### src/rtl/swg_pkg.sv
package swg_pkg;
  // Stride phase of column (or row) 0, chosen so that the first full window lands on phase 0.
  function automatic int phase0(input int kern, input int stride);
    return (stride - ((kern - 1) % stride)) % stride;
  endfunction
endpackage

### src/rtl/swg_line_buffer.sv
module swg_line_buffer #(
  parameter int DEPTH = 8,
  parameter int WIDTH = 8
) (
  input  logic             clk,
  input  logic             rst_n,
  input  logic             adv,
  input  logic [WIDTH-1:0] din,
  output logic [WIDTH-1:0] dout
);
  localparam int PTR_W = (DEPTH > 1) ? $clog2(DEPTH) : 1;
  localparam logic [PTR_W-1:0] PTR_LAST = PTR_W'(DEPTH - 1);

  logic [WIDTH-1:0] mem [DEPTH];
  logic [PTR_W-1:0] ptr, ptr_n;

  // Oldest entry is read at the same slot the new pixel overwrites: one row of delay.
  assign dout = mem[ptr];

  always_comb begin
    ptr_n = (ptr == PTR_LAST) ? '0 : ptr + 1'b1;
  end

  always_ff @(posedge clk or negedge rst_n) begin
    if (!rst_n)   ptr <= '0;
    else if (adv) ptr <= ptr_n;
  end

  always_ff @(posedge clk) begin
    if (adv) mem[ptr] <= din;
  end
endmodule

### src/rtl/swg_row_taps.sv
module swg_row_taps #(
  parameter int DEPTH = 2,
  parameter int WIDTH = 8
) (
  input  logic                   clk,
  input  logic                   adv,
  input  logic [WIDTH-1:0]       din,
  output logic [DEPTH*WIDTH-1:0] taps
);
  logic [DEPTH-1:0][WIDTH-1:0] sr, sr_n;

  // Tap 0 is the previous pixel; higher taps are older.
  always_comb begin
    sr_n[0] = din;
    for (int j = 1; j < DEPTH; j++) sr_n[j] = sr[j-1];
  end

  always_ff @(posedge clk) begin
    if (adv) sr <= sr_n;
  end

  assign taps = sr;
endmodule

### src/rtl/swg_pos_tracker.sv
module swg_pos_tracker #(
  parameter int IMG_W    = 8,
  parameter int IMG_H    = 6,
  parameter int K_W      = 3,
  parameter int K_H      = 3,
  parameter int STRIDE_W = 1,
  parameter int STRIDE_H = 1
) (
  input  logic clk,
  input  logic rst_n,
  input  logic adv,
  output logic hit
);
  localparam int CW  = (IMG_W > 1) ? $clog2(IMG_W) : 1;
  localparam int RW  = (IMG_H > 1) ? $clog2(IMG_H) : 1;
  localparam int CPW = (STRIDE_W > 1) ? $clog2(STRIDE_W) : 1;
  localparam int RPW = (STRIDE_H > 1) ? $clog2(STRIDE_H) : 1;
  localparam logic [CW-1:0]  COL_LAST = CW'(IMG_W - 1);
  localparam logic [RW-1:0]  ROW_LAST = RW'(IMG_H - 1);
  localparam logic [CPW-1:0] CPH_LAST = CPW'(STRIDE_W - 1);
  localparam logic [RPW-1:0] RPH_LAST = RPW'(STRIDE_H - 1);
  localparam logic [CPW-1:0] CPH_INIT = CPW'(swg_pkg::phase0(K_W, STRIDE_W));
  localparam logic [RPW-1:0] RPH_INIT = RPW'(swg_pkg::phase0(K_H, STRIDE_H));

  logic [CW-1:0]  col, col_n;
  logic [RW-1:0]  row, row_n;
  logic [CPW-1:0] cph, cph_n;
  logic [RPW-1:0] rph, rph_n;
  logic col_ok, row_ok;

  always_comb begin
    col_n = col;
    row_n = row;
    cph_n = cph;
    rph_n = rph;
    if (col == COL_LAST) begin
      col_n = '0;
      cph_n = CPH_INIT;
      if (row == ROW_LAST) begin
        row_n = '0;
        rph_n = RPH_INIT;
      end else begin
        row_n = row + 1'b1;
        rph_n = (rph == RPH_LAST) ? '0 : rph + 1'b1;
      end
    end else begin
      col_n = col + 1'b1;
      cph_n = (cph == CPH_LAST) ? '0 : cph + 1'b1;
    end
  end

  always_ff @(posedge clk or negedge rst_n) begin
    if (!rst_n) begin
      col <= '0;
      row <= '0;
      cph <= CPH_INIT;
      rph <= RPH_INIT;
    end else if (adv) begin
      col <= col_n;
      row <= row_n;
      cph <= cph_n;
      rph <= rph_n;
    end
  end

  generate
    if (K_W > 1) begin : g_col_min
      localparam logic [CW-1:0] COL_MIN = CW'(K_W - 1);
      assign col_ok = (col >= COL_MIN);
    end else begin : g_col_any
      assign col_ok = 1'b1;
    end
    if (K_H > 1) begin : g_row_min
      localparam logic [RW-1:0] ROW_MIN = RW'(K_H - 1);
      assign row_ok = (row >= ROW_MIN);
    end else begin : g_row_any
      assign row_ok = 1'b1;
    end
  endgenerate

  assign hit = col_ok && row_ok && (cph == '0) && (rph == '0);
endmodule

### src/rtl/swg_full_window.sv
module swg_full_window #(
  parameter int IMG_W    = 8,
  parameter int IMG_H    = 6,
  parameter int K_W      = 3,
  parameter int K_H      = 3,
  parameter int STRIDE_W = 1,
  parameter int STRIDE_H = 1,
  parameter int CHANNELS = 4,
  parameter int ELEM_W   = 8
) (
  input  logic                                 clk,
  input  logic                                 rst_n,
  input  logic                                 in_valid,
  output logic                                 in_ready,
  input  logic [CHANNELS*ELEM_W-1:0]           in_data,
  output logic                                 out_valid,
  input  logic                                 out_ready,
  output logic [K_W*K_H*CHANNELS*ELEM_W-1:0]   out_data
);
  localparam int PIX_W = CHANNELS * ELEM_W;
  localparam int TAPS  = K_W * K_H;
  localparam int WIN_W = TAPS * PIX_W;

  logic [1:0] rst_pipe;
  logic       rst_q;
  logic       adv, hit;
  logic       ov, ov_n;
  logic [WIN_W-1:0] odata, win_next;
  logic [K_H-1:0][PIX_W-1:0] stream;

  // Reset asserts at once and is released on the clock.
  always_ff @(posedge clk or negedge rst_n) begin
    if (!rst_n) rst_pipe <= 2'b00;
    else        rst_pipe <= {rst_pipe[0], 1'b1};
  end
  assign rst_q = rst_pipe[1];

  assign in_ready = rst_q & (~ov | out_ready);
  assign adv      = in_valid & in_ready;

  swg_pos_tracker #(
    .IMG_W(IMG_W), .IMG_H(IMG_H), .K_W(K_W), .K_H(K_H),
    .STRIDE_W(STRIDE_W), .STRIDE_H(STRIDE_H)
  ) u_pos (
    .clk(clk), .rst_n(rst_q), .adv(adv), .hit(hit)
  );

  // Bottom kernel row is the live pixel; each row above is one image row older.
  assign stream[K_H-1] = in_data;
  generate
    for (genvar i = 0; i < K_H - 1; i++) begin : g_lines
      swg_line_buffer #(.DEPTH(IMG_W), .WIDTH(PIX_W)) u_line (
        .clk(clk), .rst_n(rst_q), .adv(adv),
        .din(stream[i+1]), .dout(stream[i])
      );
    end

    for (genvar r = 0; r < K_H; r++) begin : g_rows
      if (K_W > 1) begin : g_taps
        logic [(K_W-1)*PIX_W-1:0] taps;
        swg_row_taps #(.DEPTH(K_W - 1), .WIDTH(PIX_W)) u_taps (
          .clk(clk), .adv(adv), .din(stream[r]), .taps(taps)
        );
        for (genvar kc = 0; kc < K_W - 1; kc++) begin : g_old
          assign win_next[(r*K_W+kc)*PIX_W +: PIX_W] = taps[(K_W-2-kc)*PIX_W +: PIX_W];
        end
      end
      assign win_next[(r*K_W+K_W-1)*PIX_W +: PIX_W] = stream[r];
    end
  endgenerate

  always_comb begin
    ov_n = ov;
    if (adv && hit)     ov_n = 1'b1;
    else if (out_ready) ov_n = 1'b0;
  end

  always_ff @(posedge clk or negedge rst_n) begin
    if (!rst_n) ov <= 1'b0;
    else        ov <= ov_n;
  end

  always_ff @(posedge clk) begin
    if (adv && hit) odata <= win_next;
  end

  assign out_valid = ov;
  assign out_data  = odata;
endmodule

### config.mk
export PLATFORM = sky130hd
export DESIGN_NAME = swg_full_window
export DESIGN_NICKNAME = d
export VERILOG_FILES = /design/src/rtl/swg_pkg.sv /design/src/rtl/swg_line_buffer.sv /design/src/rtl/swg_row_taps.sv /design/src/rtl/swg_pos_tracker.sv /design/src/rtl/swg_full_window.sv
export SDC_FILE = /design/constraint.sdc
export NUM_CORES = 1
export LEC_CHECK = 0
export ABC_AREA = 1
export BUFFER_PORTS_ARGS = -buffer_cell sky130_fd_sc_hd__buf_2
export CAP_MARGIN = 20
export CORE_ASPECT_RATIO = 0.8
export CORE_MARGIN = 2
export CORE_UTILIZATION = 59
export CTS_CLUSTER_SIZE = 40
export DETAILED_ROUTE_END_ITERATION = 8
export PLACE_DENSITY_LB_ADDON = 0.08
export SYNTH_ARGS = -nofsm -noshare
export SYNTH_HDL_FRONTEND = slang
export SYNTH_HIERARCHICAL = 1
export SYNTH_SLANG_ARGS = --single-unit
### constraint.sdc
create_clock -name clk -period 0.85 [get_ports clk]
set_input_delay 0 -clock clk [delete_from_list [all_inputs] [get_ports clk]]
set_output_delay 0 -clock clk [all_outputs]
set_load 0.02 [all_outputs]
# Word-level counts from Yosys, hierarchy flattened
# Memory sizes are Yosys's and may differ from the RTL's.
# Cells that the tools add are included.
[word_totals] word_cells=53 mem_count=2 regBits=497 mem_bits_rw=512 output_inout_bits=290
[classes] n_lt_le_gt_ge=2 n_eq_ne=4 n_reduce_logical=6 n_mux=12 add_sub_neg=6 n_bitwise=6
[memory_table] memory="g_lines[0].u_line.mem" depth=8 width=32 read_ports=1 rd_ports_with_merged_regs=0 write_ports=1 line="swg_line_buffer.sv:14" rtl="logic [WIDTH-1:0] mem [DEPTH];"
[memory_table] memory="g_lines[1].u_line.mem" depth=8 width=32 read_ports=1 rd_ports_with_merged_regs=0 write_ports=1 line="swg_line_buffer.sv:14"
[op_table] cell="$add 3x1->3 const B" count=4
[op_table] cell="$eq 3x3->1 const B" count=4
[op_table] cell="$mux 3" count=4
[op_table] cell="$mux 1" count=8
[op_table] cell="$ge 3x2->1 const B" count=2
[op_table] cell="$logic_and 1x1->1" count=4
[op_table] cell="$not 1->1" count=3
[op_table] cell="$add 1x1->1 const B" count=2
[op_table] cell="$and 1x1->1" count=2
[op_table] cell="$reduce_and 2->1" count=1
[op_table] cell="$reduce_bool 2->1" count=1
[op_table] cell="$or 1x1->1" count=1

# Depth between registers and ports, before layout
# Gate-level depths: netlist of run 1.
[logic_depth] depth_word=6 ltp_mapped=10

# Hierarchy
# The synthesis of run 1 kept the hierarchy.
[by_module_without_submodules] mod="swg_line_buffer (g_lines[1].u_line)" n_inst=1 area_each_um2=11014.3 cells_per_inst=1065 seq_area_each_um2=7762.4
[by_module_without_submodules] mod="swg_line_buffer (g_lines[0].u_line)" n_inst=1 area_each_um2=10944.2 cells_per_inst=1064 seq_area_each_um2=7762.4
[by_module_without_submodules] mod="swg_full_window" n_inst=1 area_each_um2=8772.2 cells_per_inst=300 seq_area_each_um2=8723.4
[by_module_without_submodules] mod="swg_row_taps" n_inst=3 area_each_um2=1921.8 cells_per_inst=64 seq_area_each_um2=1921.8
[by_module_without_submodules] mod="swg_pos_tracker" n_inst=1 area_each_um2=309.0 cells_per_inst=35 seq_area_each_um2=150.1

# Least setup slack after synthesis of run 1
# No wires, ideal clock.
[synth_path] path_type="register -> register" from="reg rst_pipe[1]" to="mem g_lines[0].u_line/mem[1][0] (netlist name), enable pin" required_ns=0.389 slack_ns=-7.272 arrival_ns=7.661 stages_incl_launch_ff=5 path_cell_list="dfrtp_1 nand3_1 inv_1 nand2_1 nor3_1"
[synth_via] elab_chain_len=4
[synth_lines] element="start, declared" line="swg_full_window.sv:24" rtl="logic [1:0] rst_pipe;"
[synth_lines] element="start signal, assigned" line="swg_full_window.sv:34" rtl="else rst_pipe <= {rst_pipe[0], 1'b1};"
[synth_lines] element="$and 1x1->1" line="swg_full_window.sv:38" rtl="assign in_ready = rst_q & (~ov | out_ready);"
[synth_lines] element="$and 1x1->1" line="swg_full_window.sv:39" rtl="assign adv = in_valid & in_ready;"
[synth_lines] element="net adv" line="swg_full_window.sv:26" rtl="logic adv, hit;"
[synth_lines] element="$mux 1" line="swg_line_buffer.sv:30" rtl="if (adv) mem[ptr] <= din;"
[synth_lines] element="$mux 1 (implied by the code)" line="swg_line_buffer.sv:30"
[synth_lines] element="end, declared" line="swg_line_buffer.sv:14"
# The timed path passes the listed nets, and every way through them passes these cells.

# Worst setup path in the final report of run 1
[layout_path] from="reg ov, in the netlist out_valid" to="reg odata[76], in the netlist out_data[76], enable pin"
[layout_via] elab_chain_len=5
[layout_lines] element="start, declared" line="swg_full_window.sv:27" rtl="logic ov, ov_n;"
[layout_lines] element="start signal, assigned" line="swg_full_window.sv:80" rtl="else ov <= ov_n;"
[layout_lines] element="$not 1->1" line="swg_full_window.sv:38"
[layout_lines] element="$or 1x1->1" line="swg_full_window.sv:38"
[layout_lines] element="$and 1x1->1" line="swg_full_window.sv:38"
[layout_lines] element="$and 1x1->1" line="swg_full_window.sv:39"
[layout_lines] element="$logic_and 1x1->1" line="swg_full_window.sv:84" rtl="if (adv && hit) odata <= win_next;"
[layout_lines] element="end signal, assigned" line="swg_full_window.sv:84"
[layout_lines] element="end, declared" line="swg_full_window.sv:28" rtl="logic [WIN_W-1:0] odata, win_next;"
# No other way between the ends.
# A chain may end at the register's enable or synchronous reset.

==> qor.json, run 1 <==
{
  "design.core.area_um2": 61400,
  "start_util_pct": 59.9,
  "ctsHtreeMaxLevel": 3,
  "static-leakage-power_nw": 18.7,
  "timing.setup.tns_ps": -1218560,
  "critPathSlowestCell": "sky130_fd_sc_hd__dfrtp_2",
  "min_path_cells": 3,
  "cp_launch_type": "register",
  "drt_pass1_iterations": 6,
  "criticalPathCategory": "register to register",
  "clk_transition_reported_paths_ps": 60,
  "net-switching-power_mw": 45.4,
  "global_route.usage.total_pct": 24.2,
  "fin_hold_ws_ps": -287,
  "routabilityCongestion": 0.802,
  "tritoncts": "yes",
  "report.power.total_mw": 145,
  "post-route-min-period_ps": 1790,
  "synth_fp_nets": 2698,
  "power.internal_mw": 99.4,
  "timing.reg2reg.worst_path_depth": 8,
  "p_seq_share_pct": 45.9,
  "worst_path_largest_cell_delay_ps": 420,
  "grt_first_pass_wirelength_um": 118000,
  "worst-path-buf-inv": 6,
  "finalMaxSlewViolations": 0,
  "timing.final.ws_setup_ps": -943,
  "place.port_buffers": 325,
  "grt_start_max_net_pins": 44,
  "root_buf_cell": "sky130_fd_sc_hd__clkbuf_16",
  "critPathMaxFanout": 6,
  "timing.hold.worst.class": "primary input to register",
  "clock-sinks": 1007,
  "synth_cell_types": 24,
  "drv.max_cap_violation_count": 0,
  "route.antenna.remaining_nets": 0,
  "clock_power_share_pct": 27.8,
  "cp.arrival_ps": 2140,
  "synth-seq-cells": 1007,
  "post_cts_hold_buffer_count": 34,
  "timing.critical_path.cells": "nand2_4, buf_4, buf_6, nand4_4, clkinvlp_4, buf_6, clkbuf_16, clkbuf_16",
  "worstSetupEndpointType": "register",
  "syn_area_um2": 36800,
  "syn-instance-count": 2656,
  "vias": 21700,
  "peakVddDrop_mv": 2.22,
  "die_area_um2": 64400,
  "max-clock-path-buffers": 3,
  "number_of_warning_messages_in_the_yosys_log": 6,
  "power_density_nw_per_um2": 3140,
  "global_route.overflow_total": 0,
  "regToRegSetupSlack_ps": -940,
  "number_of_global_route_vias_before_repair": 20800,
  "number_of_antenna_violations_at_the_first_check_in_global_routing": 2,
  "final_period_util_pct": 211,
  "routed_wire_length_per_instance_um": 20.0,
  "drt_drc_violations_left": 0,
  "critical_path_depth": 8,
  "final_hold_viol_count": 1,
  "post_route_cells_drive_above_1_share_pct": 25.8,
  "nNetsFinal": 3279,
  "fp-row-count": 81,
  "netSwitchingFraction_pct": 31.4,
  "die_width_um": 283,
  "cp_data_required_time_ps": 1200,
  "drt_first_iter_violations": 2100,
  "fill_cells": 3775,
  "layout-area-overhead-vs-synth_pct": 25.2,
  "combinationalPowerShare_pct": 26.3,
  "achievable-frequency_ghz": 0.558,
  "run_status": "finished with violations",
  "crit_family": "buffers and inverters",
  "die_height_um": 227,
  "cts_made_buffers": 92,
  "ioPinCount": 326,
  "violations": "negative hold slack, negative setup slack",
  "dpl.hpwl_um": 47000,
  "syn_avg_cell_area_um2": 13.9,
  "clock_skew_ps": 17.9,
  "rsz0062_at_grt": "true",
  "setup_violations": 1679,
  "clock_insertion_delay_worst_skew_ps": 650,
  "post_drt_via_cell_ratio": 5.23,
  "wl_um": 82900,
  "synth_seq_area_share_pct": 82.0
}
[worst reg2reg max path: cells and delay by family, from the launching register on]
kind                   cells  cell delay, ps
buffers and inverters      6             890
DFF                        1             420
and+or+nand+nor            2             190
[cell families (layout without fill, tap and decap cells)]
| kind of cell | after synthesis | after routing | share of synthesized area (%) |
|---|---|---|---|
| and+or+nand+nor | 1211 | 1223 | 12.9 |
| other | 1 | 3 | 0.0102 |
| buffers and inverters | 420 | 1059 | 4.76 |
| AOI/OAI and AO/OA | 11 | 11 | 0.150 |
| DFF | 1007 | 1007 | 82.0 |
| adders and majority gates | 6 | 6 | 0.204 |
[placed cells by master, fill, tap and decap left out, types with 34 or more instances in the layout]
| master | instances |
|---|---|
| sky130_fd_sc_hd__nand3_1 | 122 |
| sky130_fd_sc_hd__buf_12 | 66 |
| sky130_fd_sc_hd__clkbuf_16 | 107 |
| sky130_fd_sc_hd__inv_1 | 300 |
| sky130_fd_sc_hd__buf_2 | 325 |
| sky130_fd_sc_hd__buf_4 | 86 |
| sky130_fd_sc_hd__edfxtp_1 | 992 |
| sky130_fd_sc_hd__nand2_4 | 53 |
| sky130_fd_sc_hd__nand2_1 | 947 |
| sky130_fd_sc_hd__nand2_2 | 62 |
| sky130_fd_sc_hd__dlygate4sd3_1 | 34 |
[state kept, by name, summed over array words and instances, names as in the netlist]
name,count
g_lines.u_line/mem,512
out_data,288
g_rows.g_taps.u_taps/taps,192
g_lines.u_line/ptr,6
u_pos/col,3
u_pos/row,3
rst_pipe,2
out_valid,1
[synthesized netlist by cell type, drive strengths merged]
library cell	instances	area share, %
buf	86	1.3
nor3	4	0.054
conb	1	0.010
ha	6	0.20
nand4	1	0.034
nor2	19	0.25
a21oi	2	0.027
nand2	1056	11
and2	1	0.017
clkinv	7	0.071
nand3	130	1.8
clkbuf	4	0.041
edfxtp	992	81
dfrtp	15	1.0
inv	323	3.3
o21ai	9	0.12
[path summary, 6_finish.rpt]
path,to,start
max reg2reg,out_data[76]$_DFFE_PP_,out_valid$_DFFE_PN0P_
min,out_valid$_DFFE_PN0P_,in_valid
min reg2reg,u_pos/col[1]$_DFFE_PN0P_,rst_pipe[1]$_DFF_PN0_
max,out_data[76]$_DFFE_PP_,out_valid$_DFFE_PN0P_
max in group asynchronous,g_lines[0].u_line/ptr[0]$_DFFE_PN0P_,rst_pipe[1]$_DFF_PN0_
min in group asynchronous,u_pos/col[1]$_DFFE_PN0P_,rst_pipe[1]$_DFF_PN0_
[repair_timing]
action | in CTS | in global routing
endpoints found under the setup margin | 1679 | 1679
resized for setup | 50 | 165
gates cloned | 9 | 27
endpoints found under the hold margin | 325 | 2
buffers inserted | 14 | 10
pin swaps | 11 | 40
[through the flow]
| step | instances | util [%] | instance area, um2 | worst slack (ps) |
|---|---|---|---|---|
| 6_report | 4139 | 75.1 | 46100 | -943 |
| 5_1_grt | 4138 | 75.0 | 46100 | -984 |
| 4_1_cts | 4104 | 73.4 | 45100 | -884 |
| 3_5_place_dp | 3885 | 67.3 | 41400 | -917 |
| 3_3_place_gp | 3885 | 67.3 | 41400 | -890 |
| 2_1_floorplan | 2656 | - | 37300 | -4510 |
[metal layers]
metal | global-route usage (%) | wire length, um | vias to the layer above | share of wire, %
met2 | 38.5 | 39300 | 914 | 47
met5 | 0 | 13 | - | 0.016
met3 | 4.71 | 6740 | 127 | 8.1
met4 | 7.12 | 2010 | 2 | 2.4
met1 | 34.8 | 34800 | 10600 | 42
li1 | - | - | 10000 | -
[power groups by stage]
stage / Sequential, mW / Combinational (mW) / Clock [mW]
2_1_floorplan: 68.4 / 17.3 / 0
3_3_place_gp: 67.2 / 31.0 / 0
3_5_place_dp: 67.4 / 31.7 / 0
4_1_cts: 66.4 / 33.6 / 40.8
5_1_grt: 66.9 / 41.0 / 42.6
6_report: 66.4 / 38.1 / 40.2
[final cells by class]
type	instances	area (um2)	area share [%]
clock buffers	109	2410	5.22
repair buffers	564	4870	10.6
multi-input cells	1241	5780	12.5
clock inverters	55	517	1.12
repair inverters	1	5.00	0.0109
flip-flops and latches	1007	30200	65.5
well taps	830	1040	2.25
diodes	2	5.00	0.0109
inverters	330	1290	2.80
No activity file was read; power rests on OpenSTA's default activity.
==> inputs of run 2 (changes only) <==
==> constraint.sdc (replaced) <==
create_clock -name clk -period 0.85 [get_ports clk]
set_input_delay 0.085 -clock clk [delete_from_list [all_inputs] [get_ports clk]]
set_output_delay 0.085 -clock clk [all_outputs]
set_load 0.02 [all_outputs]
==> run 2 against run 1 <==
The run still ends with negative hold slack, negative setup slack left. Utilization down 0.62 points. Clock skew is 6.8 ps higher. Power is 1.8% lower. Critical path type unchanged. Critical endpoint is now g_lines[0].u_line/mem[0][15]$_DFFE_PP_. Largest cell class unchanged.
==> qor.json, run 2 (same netlist as run 1, synthesis figures left out) <==
{
  "post_drt_via_cell_ratio": {"value": 5.15, "change": "-1.6%"},
  "criticalPathCategory": "register to register",
  "route.antenna.remaining_nets": {"value": 0, "change": "unchanged"},
  "post_layout_nonfiller_instances": {"value": 4124, "change": "-0.36%"},
  "power_density": {"value": 3110, "unit": "nW/um2", "change": "-0.97%"},
  "cp_data_required_time": {"value": 1190, "unit": "ps", "change": "about the same"},
  "largest-register": "g_lines.u_line/mem",
  "grt_first_pass_wirelength": {"value": 117000, "unit": "um", "change": "-0.52%"},
  "layout_commonest_cell": "sky130_fd_sc_hd__edfxtp_1",
  "rsz0062_at_grt": "true",
  "timing.reg2reg.worst_path_depth": {"value": 8, "change": "unchanged"},
  "nNetsFinal": {"value": 3265, "change": "-0.43%"},
  "final_period_util": {"value": 201, "unit": "%", "change": "-10 points"},
  "regToRegSetupSlack": {"value": -860, "unit": "ps", "change": "+90 ps"},
  "post-place-cells": {"value": 3884, "change": "-0.026%"},
  "drt_drc_violations_left": {"value": 0, "change": "unchanged"},
  "grt_start_max_net_pins": {"value": 47, "change": "+6.8%"},
  "regToRegStartpoint": "out_valid$_DFFE_PN0P_",
  "cp.arrival": {"value": 2050, "unit": "ps", "change": "-90 ps"},
  "worst_hold_path.endpoint": "out_valid$_DFFE_PN0P_",
  "clock_skew": {"value": 24.6, "unit": "ps", "change": "+6.75 ps"},
  "postLayoutCellArea": {"value": 45700, "unit": "um2", "change": "-0.83%"},
  "critPathMaxFanout": {"value": 8, "change": "+2"},
  "global_route.usage.total": {"value": 24.2, "unit": "%", "change": "about the same"},
  "cp_launch_type": "register",
  "setup_violations": {"value": 1679, "change": "unchanged"},
  "drt_pass1_iterations": {"value": 6, "change": "unchanged"},
  "global_route.overflow_total": {"value": 0, "change": "unchanged"},
  "number_of_antenna_violations_at_the_first_check_in_global_routing": {"value": 4, "change": "+2"},
  "layout.cells.most_common_list": "sky130_fd_sc_hd__edfxtp_1 (992), sky130_fd_sc_hd__nand2_1 (986), sky130_fd_sc_hd__buf_2 (325), sky130_fd_sc_hd__inv_1 (304), sky130_fd_sc_hd__nand3_1 (126)",
  "violations": "negative hold slack, negative setup slack",
  "timing.final.ws_setup": {"value": -857, "unit": "ps", "change": "+85.9 ps"},
  "peakVddDrop": {"value": 1.83, "unit": "mV", "change": "-18%"},
  "crit-reg2reg-capture": "g_lines[0].u_line/mem[0][15]$_DFFE_PP_",
  "tritoncts": "yes",
  "wl": {"value": 80900, "unit": "um", "change": "-2.4%"},
  "multiInputGateArea": {"value": 5500, "unit": "um2", "change": "-4.9%"},
  "drt_first_iter_violations": {"value": 1888, "change": "-10%"},
  "placedInstanceArea": {"value": 41300, "unit": "um2", "change": "-0.14%"},
  "clock_insertion_delay_worst_skew": {"value": 640, "unit": "ps", "change": "about the same"},
  "static-leakage-power": {"value": 18.5, "unit": "nW", "change": "-0.95%"},
  "timing.setup.tns": {"value": -1163360, "unit": "ps", "change": "+55,200 ps"},
  "finalMaxSlewViolations": {"value": 0, "change": "unchanged"},
  "fp-row-count": {"value": 81, "change": "unchanged"},
  "ioPinCount": {"value": 326, "change": "unchanged"},
  "vias": {"value": 21200, "change": "-1.9%"},
  "run_status": "finished with violations",
  "dpl.hpwl": {"value": 46900, "unit": "um", "change": "about the same"},
  "final_hold_viol_count": {"value": 1, "change": "unchanged"},
  "design.core.area": {"value": 61400, "unit": "um2", "change": "unchanged"},
  "fin_hold_ws": {"value": -107, "unit": "ps", "change": "+179 ps"},
  "place.port_buffers": {"value": 325, "change": "unchanged"},
  "area.sequential": {"value": 30200, "unit": "um2", "change": "unchanged"},
  "number_of_global_route_vias_before_repair": {"value": 20800, "change": "+0.063%"},
  "report.power.total": {"value": 142, "unit": "mW", "change": "-1.8%"},
  "layout-area-overhead-vs-synth_pct": 24.2,
  "worstSetupEndpointType": "register",
  "routed_wire_length_per_instance": {"value": 19.6, "unit": "um", "change": "-2.1%"},
  "post_cts_hold_buffer_count": {"value": 34, "change": "unchanged"},
  "root_buf_cell": "sky130_fd_sc_hd__clkbuf_16",
  "ctsHtreeMaxLevel": {"value": 3, "change": "unchanged"},
  "drv.max_cap_violation_count": {"value": 0, "change": "unchanged"},
  "hold_start": "out_ready",
  "die_area": {"value": 64400, "unit": "um2", "change": "unchanged"},
  "max-clock-path-buffers": {"value": 3, "change": "unchanged"},
  "clk_transition_reported_paths": {"value": 60, "unit": "ps", "change": "about the same"},
  "routabilityCongestion": {"value": 0.803, "change": "+0.16%"},
  "largest_register_ff_count": {"value": 512, "change": "unchanged"},
  "post-route-min-period": {"value": 1710, "unit": "ps", "change": "-85.9 ps"},
  "achievable-frequency": {"value": 0.586, "unit": "GHz", "change": "+5.0%"},
  "timing.hold.worst.class": "primary input to register",
  "fill_cells": {"value": 3800, "change": "+0.66%"},
  "start_util": {"value": 59.9, "unit": "%", "change": "unchanged"},
  "min_path_cells": {"value": 5, "change": "+2"},
  "die_height": {"value": 227, "unit": "um", "change": "unchanged"},
  "clock-sinks": {"value": 1007, "change": "unchanged"},
  "post_route_cells_drive_above_1_share": {"value": 24.1, "unit": "%", "change": "-1.8 points"},
  "cts_made_buffers": {"value": 90, "change": "-2.2%"},
  "die_width": {"value": 283, "unit": "um", "change": "unchanged"}
}
==> run 2: worst max-delay path by stage <==
stage / endpoint / start / depth (start not counted)
finish: g_lines[0].u_line/mem[0][15]$_DFFE_PP_ / out_valid$_DFFE_PN0P_ / 8
CTS: g_lines[1].u_line/mem[1][12]$_DFFE_PP_ / out_valid$_DFFE_PN0P_ / 7
global placement: g_lines[1].u_line/mem[1][4]$_DFFE_PP_ / out_valid$_DFFE_PN0P_ / 7
floorplan: out_data[0]$_DFFE_PP_ / u_pos/row[1]$_DFFE_PN0P_ / 4
global route: g_lines[0].u_line/mem[5][2]$_DFFE_PP_ / out_valid$_DFFE_PN0P_ / 7
detailed placement: g_lines[1].u_line/mem[1][5]$_DFFE_PP_ / out_valid$_DFFE_PN0P_ / 7
==> run 2: layout make-up <==
class / count / share of cell area [%]
Clock buffer: 111 / 5.14
Antenna cell: 1 / 0.00547
Sequential cell: 1007 / 66.0
Timing Repair Buffer: 558 / 10.6
Inverter: 330 / 2.82
Tap cell: 830 / 2.27
Clock inverter: 51 / 1.09
Multi-Input combinational cell: 1236 / 12.0
==> run 2: power by group <==
part / switching (mW) / internal (mW) / total [mW]
registers: 1.57 / 64.8 / 66.4
clock network: 17.2 / 22.2 / 39.3
logic: 25.2 / 11.3 / 36.5
==> run 2: per-layer routing <==
metal | wire, um | track usage, % | vias up
met1 | 33700 | 34.1 | 10300
met2 | 38100 | 38.2 | 815
met5 | 16 | 0 | -
met3 | 7090 | 5.91 | 119
li1 | - | - | 9988
met4 | 1960 | 7.39 | 2
==> run 2: worst max-delay path: stages (launching register included) <==
cell	delay, ps
sky130_fd_sc_hd__dfrtp_2	400
sky130_fd_sc_hd__nand2_2	80
sky130_fd_sc_hd__nand3_2	80
sky130_fd_sc_hd__clkinvlp_4	160
sky130_fd_sc_hd__nand2_1	90
sky130_fd_sc_hd__buf_6	150
sky130_fd_sc_hd__nor3_4	150
sky130_fd_sc_hd__buf_6	160
sky130_fd_sc_hd__clkbuf_16	170
==> run 2: through the flow <==
stage	hold WS, ps	utilization, %	setup slack (ps)
4_1_cts	-158	73.1	-879
3_5_place_dp	-111	67.2	-869
6_report	-107	74.4	-857
2_1_floorplan	-211	-	-4510
3_3_place_gp	-117	67.2	-849
5_1_grt	-119	74.4	-937
==> run 2: what timing repair did <==
action / 4_1_cts / 5_1_grt
endpoints found under the hold margin: 324 / 1
setup buffers: 5 / 8
setup endpoints to repair: 1679 / 1679
gates cloned: 9 / 22
pin swaps: 9 / 15
resized for setup: 57 / 86
==> inputs of run 3 (changes only) <==
CORE_UTILIZATION = 30   (was 59)
==> run 3 against run 2 <==
The run still ends with negative hold slack, negative setup slack left. Utilization shrank 35 points. Critical path type unchanged. Register-to-register slack lost 80 ps. Largest power group unchanged. First-iteration DRC count fell by 32%.
==> qor.json, run 3 (same netlist as run 1, synthesis figures left out) <==
{
  "vias": {"value": 21200, "change": "-0.16%"},
  "number_of_antenna_violations_at_the_first_check_in_global_routing": {"value": 4, "change": "unchanged"},
  "post_cts_hold_buffer_count": {"value": 34, "change": "unchanged"},
  "cp_launch_type": "register",
  "static-leakage-power": {"value": 19.1, "unit": "nW", "change": "+3.3%"},
  "final_hold_viol_count": {"value": 1, "change": "unchanged"},
  "clock_power_share": {"value": 30.5, "unit": "%", "change": "+2.8 points"},
  "nNetsFinal": {"value": 3319, "change": "+1.7%"},
  "largest_register_ff_count": {"value": 512, "change": "unchanged"},
  "violations": "negative hold slack, negative setup slack",
  "netSwitchingFraction": {"value": 31.5, "unit": "%", "change": "+0.60 points"},
  "dpl.hpwl": {"value": 57100, "unit": "um", "change": "+22%"},
  "cp.arrival": {"value": 2200, "unit": "ps", "change": "+150 ps"},
  "drt_pass1_iterations": {"value": 5, "change": "-1"},
  "largest-register": "g_lines.u_line/mem",
  "combinationalPowerShare": {"value": 26.1, "unit": "%", "change": "+0.4 points"},
  "global_route.overflow_total": {"value": 0, "change": "unchanged"},
  "routed_wire_length_per_instance": {"value": 19.2, "unit": "um", "change": "-1.9%"},
  "critPathMaxFanout": {"value": 5, "change": "-3"},
  "fill_cells": {"value": 11400, "change": "+200%"},
  "layout-area-overhead-vs-synth_pct": 30.5,
  "post_route_cells_drive_above_1_share": {"value": 25.8, "unit": "%", "change": "+1.8 points"},
  "die_area": {"value": 126000, "unit": "um2", "change": "+95%"},
  "routabilityCongestion": {"value": 0.751, "change": "-6.5%"},
  "fp-row-count": {"value": 114, "change": "+41%"},
  "drv.max_cap_violation_count": {"value": 0, "change": "unchanged"},
  "grt_start_max_net_pins": {"value": 72, "change": "+53%"},
  "drt_drc_violations_left": {"value": 0, "change": "unchanged"},
  "power_density": {"value": 3200, "unit": "nW/um2", "change": "+2.7%"},
  "die_width": {"value": 396, "unit": "um", "change": "+40%"},
  "layout.cells.most_common_list": "sky130_fd_sc_hd__edfxtp_1 (992), sky130_fd_sc_hd__nand2_1 (964), sky130_fd_sc_hd__buf_2 (324), sky130_fd_sc_hd__inv_1 (305), sky130_fd_sc_hd__nand3_1 (127)",
  "clock-sinks": {"value": 1007, "change": "unchanged"},
  "power.internal": {"value": 105, "unit": "mW", "change": "+7.0%"},
  "p_seq_share": {"value": 43.3, "unit": "%", "change": "-3.4 points"},
  "final_period_util": {"value": 210, "unit": "%", "change": "+9.4 points"},
  "peakVddDrop": {"value": 1.75, "unit": "mV", "change": "-4.3%"},
  "grt_first_pass_wirelength": {"value": 139000, "unit": "um", "change": "+19%"},
  "finalMaxSlewViolations": {"value": 0, "change": "unchanged"},
  "number_of_global_route_vias_before_repair": {"value": 21800, "change": "+4.7%"},
  "post_layout_nonfiller_instances": {"value": 4984, "change": "+21%"},
  "place.port_buffers": {"value": 325, "change": "unchanged"},
  "global_route.usage.total": {"value": 14.9, "unit": "%", "change": "-9.3 points"},
  "drt_first_iter_violations": {"value": 1289, "change": "-32%"},
  "route.antenna.remaining_nets": {"value": 0, "change": "unchanged"},
  "critPathSlowestCell": "sky130_fd_sc_hd__dfrtp_2",
  "criticalPathCategory": "register to register",
  "layout_commonest_cell": "sky130_fd_sc_hd__edfxtp_1",
  "wl": {"value": 95900, "unit": "um", "change": "+19%"},
  "cts_made_buffers": {"value": 107, "change": "+19%"},
  "max-clock-path-buffers": {"value": 3, "change": "unchanged"},
  "worst_path_largest_cell_delay": {"value": 420, "unit": "ps", "change": "+20 ps"},
  "clock_skew": {"value": 21.8, "unit": "ps", "change": "-2.83 ps"},
  "timing.final.ws_setup": {"value": -937, "unit": "ps", "change": "-80.1 ps"},
  "design.core.area": {"value": 121000, "unit": "um2", "change": "+97%"},
  "ioPinCount": {"value": 326, "change": "unchanged"},
  "tritoncts": "yes",
  "timing.max_slew.rel_slack_pct": 59.5,
  "post-place-cells": {"value": 4694, "change": "+21%"},
  "achievable-frequency": {"value": 0.560, "unit": "GHz", "change": "-4.5%"},
  "worstSetupEndpointType": "register",
  "finalCoreUtilization": {"value": 39.6, "unit": "%", "change": "-35 points"},
  "run_status": "finished with violations",
  "post_drt_via_cell_ratio": {"value": 4.25, "change": "-17%"},
  "clk_transition_reported_paths": {"value": 60, "unit": "ps", "change": "about the same"},
  "actual_slew_at_the_worst_max_slew_pin_ps": 607,
  "root_buf_cell": "sky130_fd_sc_hd__clkbuf_16",
  "cp_data_required_time": {"value": 1270, "unit": "ps", "change": "+80 ps"},
  "setup_violations": {"value": 1679, "change": "unchanged"},
  "post-route-min-period": {"value": 1790, "unit": "ps", "change": "+80.1 ps"},
  "start_util": {"value": 30.4, "unit": "%", "change": "-30 points"},
  "report.power.total": {"value": 153, "unit": "mW", "change": "+7.9%"},
  "net-switching-power": {"value": 48.3, "unit": "mW", "change": "+10%"},
  "ctsHtreeMaxLevel": {"value": 3, "change": "unchanged"},
  "timing.critical_path.cells": "nand2_4, nand3_4, clkinvlp_4, buf_12, nand2_4, buf_6, nor3_4, buf_12, buf_6",
  "die_height": {"value": 317, "unit": "um", "change": "+40%"},
  "rsz0062_at_grt": "true",
  "timing.hold.worst.class": "primary input to register",
  "clock_insertion_delay_worst_skew": {"value": 720, "unit": "ps", "change": "+80 ps"},
  "fin_hold_ws": {"value": -179, "unit": "ps", "change": "-72.1 ps"}
}
-- run 3: changes by cell type in the layout (fill, tap and decap cells not counted), moves of 7 or more --
cell	change
sky130_fd_sc_hd__buf_12	+19
sky130_fd_sc_hd__buf_4	+19
sky130_fd_sc_hd__buf_6	+15
sky130_fd_sc_hd__buf_8	-12
sky130_fd_sc_hd__clkbuf_16	+15
sky130_fd_sc_hd__clkinv_1	+8
sky130_fd_sc_hd__clkinv_2	-10
sky130_fd_sc_hd__nand2_1	-22
sky130_fd_sc_hd__nand2_4	+7
-- run 3: per-stage QoR --
stage               TNS (ps)  instance area (um2)  setup WS, ps  hold slack, ps
floorplan           -4186830                37300         -4510            -211
CTS                 -1304480                47300          -937            -259
global placement    -1163670                42500          -950            -113
finish              -1253440                48000          -937            -179
global route        -1371840                48000          -975            -201
detailed placement  -1171060                42500          -966            -112
-- run 3: final timing paths --
kind / from / end / slack [ps] / cells after the start
min in group asynchronous: rst_n / out_valid$_DFFE_PN0P_ / 320 / 3
max: out_valid$_DFFE_PN0P_ / g_lines[0].u_line/mem[0][21]$_DFFE_PP_ / -940 / 9
min: out_ready / out_valid$_DFFE_PN0P_ / -180 / 5
min reg2reg: rst_pipe[0]$_DFF_PN0_ / rst_pipe[1]$_DFF_PN0_ / 350 / 0
max reg2reg: out_valid$_DFFE_PN0P_ / g_lines[0].u_line/mem[0][21]$_DFFE_PP_ / -940 / 9
max in group asynchronous: rst_pipe[1]$_DFF_PN0_ / g_lines[0].u_line/ptr[0]$_DFFE_PN0P_ / 220 / 3
-- run 3: timing repair --
item	4_1_cts	5_1_grt
hold endpoints to repair	324	1
setup endpoints to repair	1679	1679
resized for setup	83	111
setup buffers	32	6
pin swaps	9	29
cloned	13	17
-- run 3: layout make-up --
cell class | instances | area [um2] | area share [%]
multi-input cells | 1233 | 5650 | 11.8
clock buffers | 129 | 2760 | 5.75
inverters | 330 | 1290 | 2.68
flip-flops and latches | 1007 | 30200 | 62.8
repair buffers | 598 | 5370 | 11.2
clock inverters | 61 | 741 | 1.54
diodes | 2 | 5.00 | 0.0104
well taps | 1624 | 2030 | 4.23
-- run 3: power groups by stage --
stage	combinational, mW	sequential (mW)	clock, mW
2_1_floorplan	17.3	68.4	0
3_3_place_gp	35.6	67.5	0
3_5_place_dp	36.0	67.6	0
4_1_cts	38.6	66.6	48.7
5_1_grt	44.2	67.0	50.5
6_report	40.1	66.5	46.9
-- run 3: metal layers --
| layer | vias to the layer above | GRT usage [%] | routed length (um) | share of wire, % |
|---|---|---|---|---|
| li1 | 10100 | - | - | - |
| met1 | 10500 | 21.4 | 46400 | 48 |
| met2 | 506 | 22.2 | 41100 | 43 |
| met3 | 129 | 3.90 | 5910 | 6.2 |
| met4 | 2 | 4.29 | 2430 | 2.5 |
| met5 | - | 0 | 13 | 0.014 |
-- run 3: critical path: cells and delay by family, from the launching register on --
kind                   cells  cell delay [ps]
AND/OR/NAND/NOR            4              390
buffers and inverters      5              670
flip-flops                 1              420
